[src/rtl/boot_id_pkg.sv]
package boot_id_pkg;

  localparam int KEY_LEN   = 6;
  localparam int REPLY_LEN = 12;

  typedef enum logic [2:0] {
    S_IDLE, S_GAP, S_KEY, S_FIELD, S_WAIT, S_SEND
  } parse_state_t;

  // keyword "ID_CHK"
  function automatic logic [7:0] key_char(input logic [2:0] i);
    case (i)
      3'd0:    return 8'h49;
      3'd1:    return 8'h44;
      3'd2:    return 8'h5F;
      3'd3:    return 8'h43;
      3'd4:    return 8'h48;
      default: return 8'h4B;
    endcase
  endfunction

  // CR LF "ID_VER " <ver> CR LF
  function automatic logic [7:0] reply_char(input logic [3:0] i, input logic [7:0] ver);
    case (i)
      4'd0:    return 8'h0D;
      4'd1:    return 8'h0A;
      4'd2:    return 8'h49;
      4'd3:    return 8'h44;
      4'd4:    return 8'h5F;
      4'd5:    return 8'h56;
      4'd6:    return 8'h45;
      4'd7:    return 8'h52;
      4'd8:    return 8'h20;
      4'd9:    return ver;
      4'd10:   return 8'h0D;
      default: return 8'h0A;
    endcase
  endfunction

  function automatic logic is_blank(input logic [7:0] c);
    return (c == 8'h20) || (c == 8'h0D) || (c == 8'h0A) || (c == 8'h09);
  endfunction

  // {valid, nibble}
  function automatic logic [4:0] hex_nib(input logic [7:0] c);
    if (c >= 8'h30 && c <= 8'h39)                                   return {1'b1, c[3:0]};
    else if ((c >= 8'h41 && c <= 8'h46) || (c >= 8'h61 && c <= 8'h66)) return {1'b1, c[3:0] + 4'd9};
    else                                                            return 5'd0;
  endfunction

endpackage

[src/rtl/idle_timer.sv]
module idle_timer #(
  parameter int LIMIT = 1000
) (
  input  logic clk,
  input  logic rst,
  input  logic active,
  input  logic kick,
  output logic expired
);
  localparam int W = $clog2(LIMIT + 1);
  localparam logic [W-1:0] LIM = W'(LIMIT);

  logic [W-1:0] cnt;

  always_ff @(posedge clk) begin
    if (rst || !active || kick) cnt <= '0;
    else if (cnt != LIM)        cnt <= cnt + 1'b1;
  end

  assign expired = active && (cnt == LIM);

  AST_TIMER_CLEARS: assert property (@(posedge clk) disable iff (rst)
    kick |=> !expired);
endmodule

[src/rtl/reply_tx.sv]
module reply_tx
  import boot_id_pkg::*;
#(
  parameter logic [7:0] VER = 8'h47
) (
  input  logic       clk,
  input  logic       rst,
  input  logic       start,
  input  logic       tx_ready,
  output logic       tx_valid,
  output logic [7:0] tx_data,
  output logic       done
);
  localparam logic [3:0] LAST = 4'(REPLY_LEN - 1);

  logic [3:0] idx;

  always_ff @(posedge clk) begin
    if (rst) begin
      tx_valid <= 1'b0;
      tx_data  <= 8'h00;
      idx      <= '0;
      done     <= 1'b0;
    end else begin
      done <= 1'b0;
      if (start) begin
        tx_valid <= 1'b1;
        tx_data  <= reply_char(4'd0, VER);
        idx      <= '0;
      end else if (tx_valid && tx_ready) begin
        if (idx == LAST) begin
          tx_valid <= 1'b0;
          done     <= 1'b1;
        end else begin
          idx     <= idx + 1'b1;
          tx_data <= reply_char(idx + 1'b1, VER);
        end
      end
    end
  end

  AST_TX_HOLD: assert property (@(posedge clk) disable iff (rst)
    (tx_valid && !tx_ready) |=> (tx_valid && $stable(tx_data)));
endmodule

[src/rtl/boot_id_responder.sv]
module boot_id_responder
  import boot_id_pkg::*;
#(
  parameter int         TIMEOUT_CYC = 10_000_000,
  parameter int         TURN_CYC    = 100_000,
  parameter logic [7:0] VER_LETTER  = 8'h47
) (
  input  logic        clk,
  input  logic        rst,
  input  logic        rx_valid,
  input  logic [7:0]  rx_data,
  output logic        tx_valid,
  output logic [7:0]  tx_data,
  input  logic        tx_ready,
  input  logic [31:0] pins_a,
  input  logic [31:0] pins_b
);
  localparam int TW = $clog2(TURN_CYC + 1);
  localparam logic [TW-1:0] TURN_END = TW'(TURN_CYC - 1);
  localparam logic [2:0]    KEY_END  = 3'(KEY_LEN - 1);

  parse_state_t state;
  logic [2:0]   key_idx;
  logic [1:0]   fld_idx;
  logic         have_digit;
  logic [31:0]  acc;
  logic [31:0]  fld_q [0:2];
  logic [TW-1:0] turn_cnt;
  logic         start;
  logic         done;
  logic         expired;
  logic         parsing;
  logic [4:0]   nib;
  logic         fields_ok;

  assign parsing   = (state == S_GAP) || (state == S_KEY) || (state == S_FIELD);
  assign nib       = hex_nib(rx_data);
  assign fields_ok = ((pins_a & fld_q[0]) == fld_q[1]) && ((pins_b & fld_q[2]) == acc);

  idle_timer #(.LIMIT(TIMEOUT_CYC)) u_timer (
    .clk(clk), .rst(rst), .active(parsing), .kick(rx_valid), .expired(expired)
  );

  reply_tx #(.VER(VER_LETTER)) u_tx (
    .clk(clk), .rst(rst), .start(start), .tx_ready(tx_ready),
    .tx_valid(tx_valid), .tx_data(tx_data), .done(done)
  );

  always_ff @(posedge clk) begin
    if (rst) begin
      state      <= S_IDLE;
      key_idx    <= '0;
      fld_idx    <= '0;
      have_digit <= 1'b0;
      acc        <= '0;
      turn_cnt   <= '0;
      start      <= 1'b0;
      for (int i = 0; i < 3; i++) fld_q[i] <= '0;
    end else begin
      start <= 1'b0;
      if (expired) begin
        state <= S_IDLE;
      end else begin
        case (state)
          S_IDLE: if (rx_valid && rx_data == 8'h3E) state <= S_GAP;
          S_GAP: if (rx_valid) begin
            key_idx <= '0;
            state   <= (rx_data == 8'h20) ? S_KEY : S_IDLE;
          end
          S_KEY: if (rx_valid) begin
            if (rx_data != key_char(key_idx)) begin
              state <= S_IDLE;
            end else if (key_idx == KEY_END) begin
              state      <= S_FIELD;
              fld_idx    <= '0;
              acc        <= '0;
              have_digit <= 1'b0;
            end else begin
              key_idx <= key_idx + 1'b1;
            end
          end
          S_FIELD: if (rx_valid) begin
            if (nib[4]) begin
              acc        <= {acc[27:0], nib[3:0]};
              have_digit <= 1'b1;
            end else if (is_blank(rx_data)) begin
              if (have_digit) begin
                if (fld_idx == 2'd3) begin
                  turn_cnt <= '0;
                  state    <= fields_ok ? S_WAIT : S_IDLE;
                end else begin
                  fld_q[fld_idx] <= acc;
                  fld_idx        <= fld_idx + 1'b1;
                end
                acc        <= '0;
                have_digit <= 1'b0;
              end
            end else begin
              state <= S_IDLE;
            end
          end
          S_WAIT: begin
            if (turn_cnt == TURN_END) begin
              start <= 1'b1;
              state <= S_SEND;
            end else begin
              turn_cnt <= turn_cnt + 1'b1;
            end
          end
          S_SEND: if (done) state <= S_IDLE;
          default: state <= S_IDLE;
        endcase
      end
    end
  end

  AST_TIMEOUT_IDLE: assert property (@(posedge clk) disable iff (rst)
    expired |=> (state == S_IDLE));
  AST_TX_ONLY_SEND: assert property (@(posedge clk) disable iff (rst)
    tx_valid |-> (state == S_SEND));
  AST_TURN_QUIET: assert property (@(posedge clk) disable iff (rst)
    (state == S_WAIT) |-> !tx_valid);
  AST_WAIT_FROM_FIELD: assert property (@(posedge clk) disable iff (rst)
    ((state == S_WAIT) && !$past(rst)) |-> ($past(state) == S_WAIT || $past(state) == S_FIELD));
  AST_SEND_ENDS_IDLE: assert property (@(posedge clk) disable iff (rst)
    (state == S_SEND && done) |=> (state == S_IDLE));
endmodule

[config.mk]
export PLATFORM = sky130hd
export DESIGN_NAME = boot_id_responder
export DESIGN_NICKNAME = d
export VERILOG_FILES = /design/src/rtl/boot_id_pkg.sv /design/src/rtl/idle_timer.sv /design/src/rtl/reply_tx.sv /design/src/rtl/boot_id_responder.sv
export SDC_FILE = /design/constraint.sdc
export NUM_CORES = 1
export LEC_CHECK = 0
export BUFFER_PORTS_ARGS = -buffer_cell sky130_fd_sc_hd__buf_2
export CAP_MARGIN = 20
export CORE_MARGIN = 2
export CORE_UTILIZATION = 60
export CTS_BUF_LIST = sky130_fd_sc_hd__clkbuf_16
export CTS_CLUSTER_DIAMETER = 200
export DETAILED_ROUTE_END_ITERATION = 10
export HOLD_SLACK_MARGIN = 0.1
export PLACE_DENSITY = 0.9
export SYNTH_ARGS = -nofsm -noshare
export SYNTH_HDL_FRONTEND = slang
export SYNTH_SLANG_ARGS = --single-unit
[constraint.sdc]
create_clock -name clk -period 8.8 [get_ports clk]
set_clock_uncertainty 0.2 [all_clocks]
set_input_delay 1.76 -clock clk [delete_from_list [all_inputs] [get_ports clk]]
set_output_delay 1.76 -clock clk [all_outputs]
set_load 0.01 [all_outputs]
==> results.py, run 1 <==
metrics = {
    "logic_synthesis": {
        "syn-num-nets": 1087,
        "synth_top_cell_by_area": "edfxtp_1",
        "synth_common_cells": "nand2_1 (175), and3_1 (98), dfxtp_1 (96), edfxtp_1 (96), nor2_1 (72)",
        "ys_seq_area_share_pct": 49.47,
        "yosys-top-cells-area": "edfxtp_1 (30%), dfxtp_1 (20%), nand2_1 (6.8%)",
        "synth_cell_type_count": 80,
        "yosys_warnings": 0,
        "synth.most_common_cell": "nand2_1",
        "avgSynthCellArea_um2": 9.821,
        "syn_inst": 989,
        "synth_seq_cells": 192,
        "synth_edf_count": 96,
        "synthFlopType": "edfxtp_1",
        "synth_top_area_share_pct": 29.68,
        "synth_area_mm2": 0.009713,
        "ys_async_sr_fraction_pct": 0,
    },
    "sta": {
        "tightest_slew_ps": 1150,
        "setup-tns-final_ps": 0,
        "rsz0062_at_grt": "no",
        "relSlewSlack_pct": 23.33,
        "clock.fmax_mhz": 207.2,
        "finalHoldViolCount": 0,
        "fin_crit_ps": 4825,
        "setup_slack_ps": 3975,
        "finalCritPeriodShare_pct": 54.83,
        "drv_slew": 0,
        "setup-violations-final": 0,
    },
    "floorplan": {
        "die-area_mm2": 0.01722,
        "start_util_pct": 61.37,
        "core_area_mm2": 0.01583,
        "fp.dieH_um": 131.2,
        "io_pins": 85,
        "num_rows": 46,
        "chipWidth_um": 131.2,
    },
    "drt": {
        "drtAntennaViolNets": 0,
        "avgRoutedWirePerCell_um": 17.53,
        "firstDrtPassIters": 5,
        "via_count": 7695,
        "drc": 0,
        "drtIter0Drc": 678,
        "via_per_inst": 6.016,
        "finalWirelength_um": 22430,
    },
    "clock_tree": {
        "cts_tree": "done",
        "post-cts-setup-buffers": 0,
        "h-tree-depth": 4,
        "clk_latency_ps": 440,
        "cts_resized": 0,
        "clk_pin_slew_ps": 60,
        "cts_hold_buf": 0,
        "cts_root_buf": "clkbuf_16",
        "clock_sinks": 192,
        "numCtsBuffers": 17,
        "clock_path_buffers": 2,
    },
    "global_route": {
        "grt_max_degree": 63,
        "overflow": 0,
        "grt_pass1_wl_um": 36380,
        "grt_pass1_vias": 7424,
        "antenna_found_initial": 0,
        "grt_util_all_layers_pct": 26.40,
    },
    "setup_path": {
        "reg2reg_slack_ps": 5290,
        "critPathMaxFanout": 13,
        "crit_path_start_kind": "input port",
        "worstSetupPathType": "in2reg",
        "cp.required_ps": 8890,
        "arrival_ps": 4910,
        "setup.worst_path.end_class": "register",
    },
    "final_layout": {
        "area_delta_synth_final_pct": 11.06,
        "nFillCells": 1198,
        "final_util_pct": 68.16,
        "n_antenna_cell": 0,
        "drive_gt1_share_pct": 13.92,
        "nNetsFinal": 1148,
    },
    "flow_run": {
        "drv_cap": 0,
    },
    "min_path": {
        "hold_class": "reg2reg",
    },
    "placement": {
        "pre_cts_ws_ps": 3559,
        "dp_hpwl_um": 15420,
        "port_buffers": 83,
        "gp_congestion": 0.9099,
    },
    "power_and_ir_drop": {
        "power_w": 0.001796,
        "power-per-cell-area_mw_per_mm2": 166.5,
        "power_leakage_nw": 4.431,
        "irDropWorstVdd_mv": 0.1485,
    },
    "run_status": {
        "outcome": "finished clean",
    },
}
cell usage in the layout, fill, tap and decap left out, types with 5 or more instances in the layout:
cell type,synthesis,routed
nand3b_1,5,5
dfxtp_1,96,96
buf_2,2,83
mux2_2,5,5
nor3_1,13,12
nand2_1,175,175
a21oi_1,25,25
xnor2_1,21,21
mux2i_1,36,36
nand3_1,28,28
and3b_1,5,5
ha_1,22,22
edfxtp_1,96,96
o21ai_0,14,14
buf_4,1,8
nor4_1,9,9
clkbuf_16,0,17
nand4_1,26,26
a211oi_1,5,5
or3_1,6,6
inv_1,18,18
nor2_1,72,72
xor2_1,61,61
nor2b_1,10,10
and3_1,98,98
layer usage:
metal / GRT usage [%] / part of all wire, %
met5: 0 / 0
met4: 13.22 / 3.5
met3: 4.668 / 7.2
met2: 43.89 / 48
met1: 33.34 / 41
flip-flops by register name, indices dropped and copies added (netlist names):
name and flops:
state 3, acc 32, u_tx.tx_valid 1, u_tx.idx 4, u_tx.done 1, have_digit 1, u_tx.tx_data 7, start 1
turn_cnt 17, key_idx 3, fld_q 96, u_timer.cnt 24, fld_idx 2
logic make-up after synthesis:
| logic type | after synthesis | synth area share, % |
|---|---|---|
| compound gates | 100 | 7.471 |
| xor+xnor | 82 | 7.394 |
| fa+ha+maj | 23 | 2.937 |
| buf+inv | 68 | 3.195 |
| flops | 192 | 49.47 |
| mux | 41 | 4.290 |
| other cells | 1 | 0.03861 |
| simple gates | 482 | 25.21 |
stage by stage:
step | std cells | area, um2 | hold slack (ps)
after floorplan | 989 | 9713 | 253.4
after global placement | 1246 | 10230 | 241.2
after detailed placement | 1246 | 10230 | 248.3
after CTS | 1278 | 10770 | 258.7
after global routing | 1279 | 10790 | 275.9
final | 1279 | 10790 | 254.4
critical path: stages:
cell and delay, ps:
buf_2 130, inv_1 140, ha_1 190, or3b_2 440, nand4_1 100, and3b_1 220
a2bb2oi_1 760, nand2_1 270, o21ai_1 780, nor2_1 120
where the power goes:
| part | internal (W) | total (W) | switching, W | leakage, nW |
|---|---|---|---|---|
| logic | 0.0000388 | 0.000102 | 0.0000630 | 2.47 |
| registers | 0.000960 | 0.000972 | 0.0000119 | 1.68 |
| clock network | 0.000388 | 0.000722 | 0.000335 | 0.277 |
| total | 0.00139 | 0.00180 | 0.000410 | 4.43 |
worst paths after layout:
check,start,endpoint,depth (start not counted)
worst max-delay path,rx_data[0],turn_cnt[6]$_SDFFE_PP0P_,10
worst min-delay path,u_tx.tx_data[4]$_SDFFE_PP0P_,u_tx.tx_data[4]$_SDFFE_PP0P_,2
worst max register to register,state[2]$_SDFFE_PP0P_,fld_q[1][12]$_SDFFCE_PN0P_,7
worst min register to register,u_tx.tx_data[4]$_SDFFE_PP0P_,u_tx.tx_data[4]$_SDFFE_PP0P_,2
area by class of cell:
type,count,area (um2),share of cell area [%]
Tap cell,216,270.3,2.505
Sequential cell,192,4805,44.54
Clock buffer,17,425.4,3.943
Timing Repair Buffer,92,490.5,4.547
Multi-Input combinational cell,729,4613,42.76
Clock inverter,15,116.4,1.079
Inverter,18,67.56,0.6263
Note: power is estimated with default switching activity, not from simulation.
==> run 2, diff against run 1 <==
- CORE_UTILIZATION: 60 -> 54
- PLACE_DENSITY: 0.9 -> 0.86
- clock period: 8.8 -> 3.99 ns (I/O delays scaled with it)
==> results.py, run 2 (synthesis results as in run 1) <==
metrics = {
    "drt": {
        "firstDrtPassIters": 5,
        "drtAntennaViolNets": 0,
        "finalWirelength_um": 23070,
        "via_count": 7691,
        "via_per_inst": 5.921,
        "drtIter0Drc": 700,
        "avgRoutedWirePerCell_um": 17.76,
        "drc": 0,
    },
    "final_layout": {
        "n_antenna_cell": 0,
        "fin_area_mm2": 0.01096,
        "largest_register_ffs": 96,
        "nFillCells": 1442,
        "final_common_cell": "nand2_1",
        "drive_gt1_share_pct": 14.49,
        "layout_common_cells": "nand2_1 (175), and3_1 (98), dfxtp_1 (96), edfxtp_1 (96), buf_2 (83)",
        "area_delta_synth_final_pct": 12.82,
        "top_register": "fld_q",
        "largestRegisters": "fld_q x96, acc x32, u_timer.cnt x24",
        "nNetsFinal": 1155,
    },
    "global_route": {
        "grt_use_met3_pct": 5.854,
        "grt_util_all_layers_pct": 24.44,
        "use_met1_pct": 31.54,
        "grt_max_degree": 63,
        "top_usage_layer": "met2",
        "antenna_found_initial": 1,
        "grt_pass1_wl_um": 37480,
        "gr-usage-met2_pct": 40.41,
        "grt_pass1_vias": 7411,
        "overflow": 0,
    },
    "power_and_ir_drop": {
        "internal-power_w": 0.003206,
        "clkPwrFrac_pct": 42.9,
        "irDropWorstVdd_mv": 0.3122,
        "p_seq_share_pct": 51.6,
        "power_w": 0.004153,
        "switching_share_pct": 22.80,
        "power-per-cell-area_mw_per_mm2": 379.0,
        "power.switching_w": 0.0009468,
        "power_leakage_nw": 4.508,
        "power_frac_comb_pct": 5.6,
    },
    "setup_path": {
        "cp_cell_sequence": "inv_1 > ha_1 > or4_1 > o32ai_1 > xnor2_1 > nand3_2 > nor2_1 > o211ai_4 > buf_12 > mux2i_1",
        "critPathTopFamily": "simple AND/OR/NAND/NOR gates",
        "path_buf_inv": 2,
        "crit_slowest_cell": "or4_1",
        "critPathMaxFanout": 21,
        "critPathMaxStageDelay_ps": 520,
        "arrival_ps": 3310,
        "cp.required_ps": 4140,
        "reg2regPathDepth": 10,
        "r2r-start": "key_idx[0]$_SDFFE_PP0P_",
        "r2r_end": "acc[29]$_SDFFE_PP0P_",
        "crit_path_start_kind": "register",
        "worstSetupPathType": "reg2reg",
        "setup.worst_path.end_class": "register",
        "reg2reg_slack_ps": 840,
    },
    "sta": {
        "finalHoldViolCount": 0,
        "fin_crit_ps": 3154,
        "setup-tns-final_ps": 0,
        "finalCritPeriodShare_pct": 79.06,
        "setup-violations-final": 0,
        "drv_slew": 0,
        "tightest_slew_ps": 828.7,
        "relSlewSlack_pct": 44.62,
        "clock.fmax_mhz": 317.0,
        "rsz0062_at_grt": "no",
    },
    "flow_run": {
        "drv_cap": 0,
    },
    "min_path": {
        "hold_depth": 2,
        "hold_end": "u_tx.tx_data[4]$_SDFFE_PP0P_",
        "hold_class": "reg2reg",
        "hp-start": "u_tx.tx_data[4]$_SDFFE_PP0P_",
    },
    "run_status": {
        "outcome": "finished clean",
    },
    "placement": {
        "gp_congestion": 0.9188,
        "dp_hpwl_um": 15850,
        "port_buffers": 83,
        "place_area_mm2": 0.01034,
    },
    "clock_tree": {
        "post-cts-setup-buffers": 0,
        "cts_tree": "done",
        "cts_hold_buf": 0,
        "clk_pin_slew_ps": 70,
        "cts_root_buf": "clkbuf_16",
        "cts_resized": 0,
        "clock_sinks": 192,
        "clock_path_buffers": 2,
        "h-tree-depth": 4,
        "numCtsBuffers": 17,
        "clk_latency_ps": 440,
    },
    "floorplan": {
        "chipWidth_um": 138.1,
        "num_rows": 49,
        "core_area_mm2": 0.01778,
        "fp.dieH_um": 138.1,
        "io_pins": 85,
        "start_util_pct": 54.63,
        "die-area_mm2": 0.01908,
    },
}
-- run 2: layout make-up --
| cell class | instances | area [um2] | area share (%) |
|---|---|---|---|
| tap | 229 | 286.5 | 2.615 |
| inverter | 18 | 67.56 | 0.6166 |
| timing repair buffer | 99 | 573.1 | 5.230 |
| sequential | 192 | 4805 | 43.85 |
| clock buffer | 17 | 425.4 | 3.882 |
| multi-input combinational | 729 | 4613 | 42.10 |
| clock inverter | 15 | 187.7 | 1.713 |
-- run 2: worst max-delay path by stage --
stage | startpoint | end | slack, ps | cells past startpoint
detailed placement | rx_data[0] | turn_cnt[9]$_SDFFE_PP0P_ | 520 | 10
floorplan | rx_data[0] | fld_q[0][0]$_SDFFCE_PN0P_ | 250 | 12
finish | key_idx[0]$_SDFFE_PP0P_ | acc[29]$_SDFFE_PP0P_ | 840 | 10
global route | key_idx[0]$_SDFFE_PP0P_ | acc[21]$_SDFFE_PP0P_ | 600 | 10
CTS | key_idx[0]$_SDFFE_PP0P_ | acc[29]$_SDFFE_PP0P_ | 810 | 10
global placement | rx_data[0] | fld_q[2][15]$_SDFFCE_PN0P_ | 640 | 11
-- run 2: power by group through the flow --
stage	Sequential, W	Combinational [W]	Clock [W]
after detailed placement	0.00219	0.000228	0
after global placement	0.00218	0.000224	0
final	0.00214	0.000231	0.00178
after global routing	0.00215	0.000252	0.00187
after floorplan	0.00218	0.000136	0
after CTS	0.00214	0.000230	0.00179
-- run 2: through the flow --
| stage | util (%) | std cells | hold WS, ps | setup WS, ps |
|---|---|---|---|---|
| 2_1_floorplan | - | 989 | 253.4 | 254.6 |
| 3_3_place_gp | 58.18 | 1267 | 238.4 | 638.3 |
| 3_5_place_dp | 58.18 | 1267 | 240.5 | 521.7 |
| 4_1_cts | 61.63 | 1299 | 250.0 | 809.6 |
| 5_1_grt | 61.63 | 1299 | 270.4 | 602.7 |
| 6_report | 61.63 | 1299 | 251.1 | 835.6 |
-- run 2: worst register-to-register path, stage by stage, from the launching register on --
cell,delay [ps]
dfxtp_1,370
inv_1,90
ha_1,270
or4_1,520
o32ai_1,160
xnor2_1,190
nand3_2,150
nor2_1,100
o211ai_4,500
buf_12,280
mux2i_1,240
-- run 2: per-layer routing --
metal  wire (um)  vias up  share of wire (%)
li1            -     3669                  -
met1        9498     3659                 41
met2       11130      319                 48
met3        1822       44                7.9
met4         623        0                2.7
met5           0        -                  0
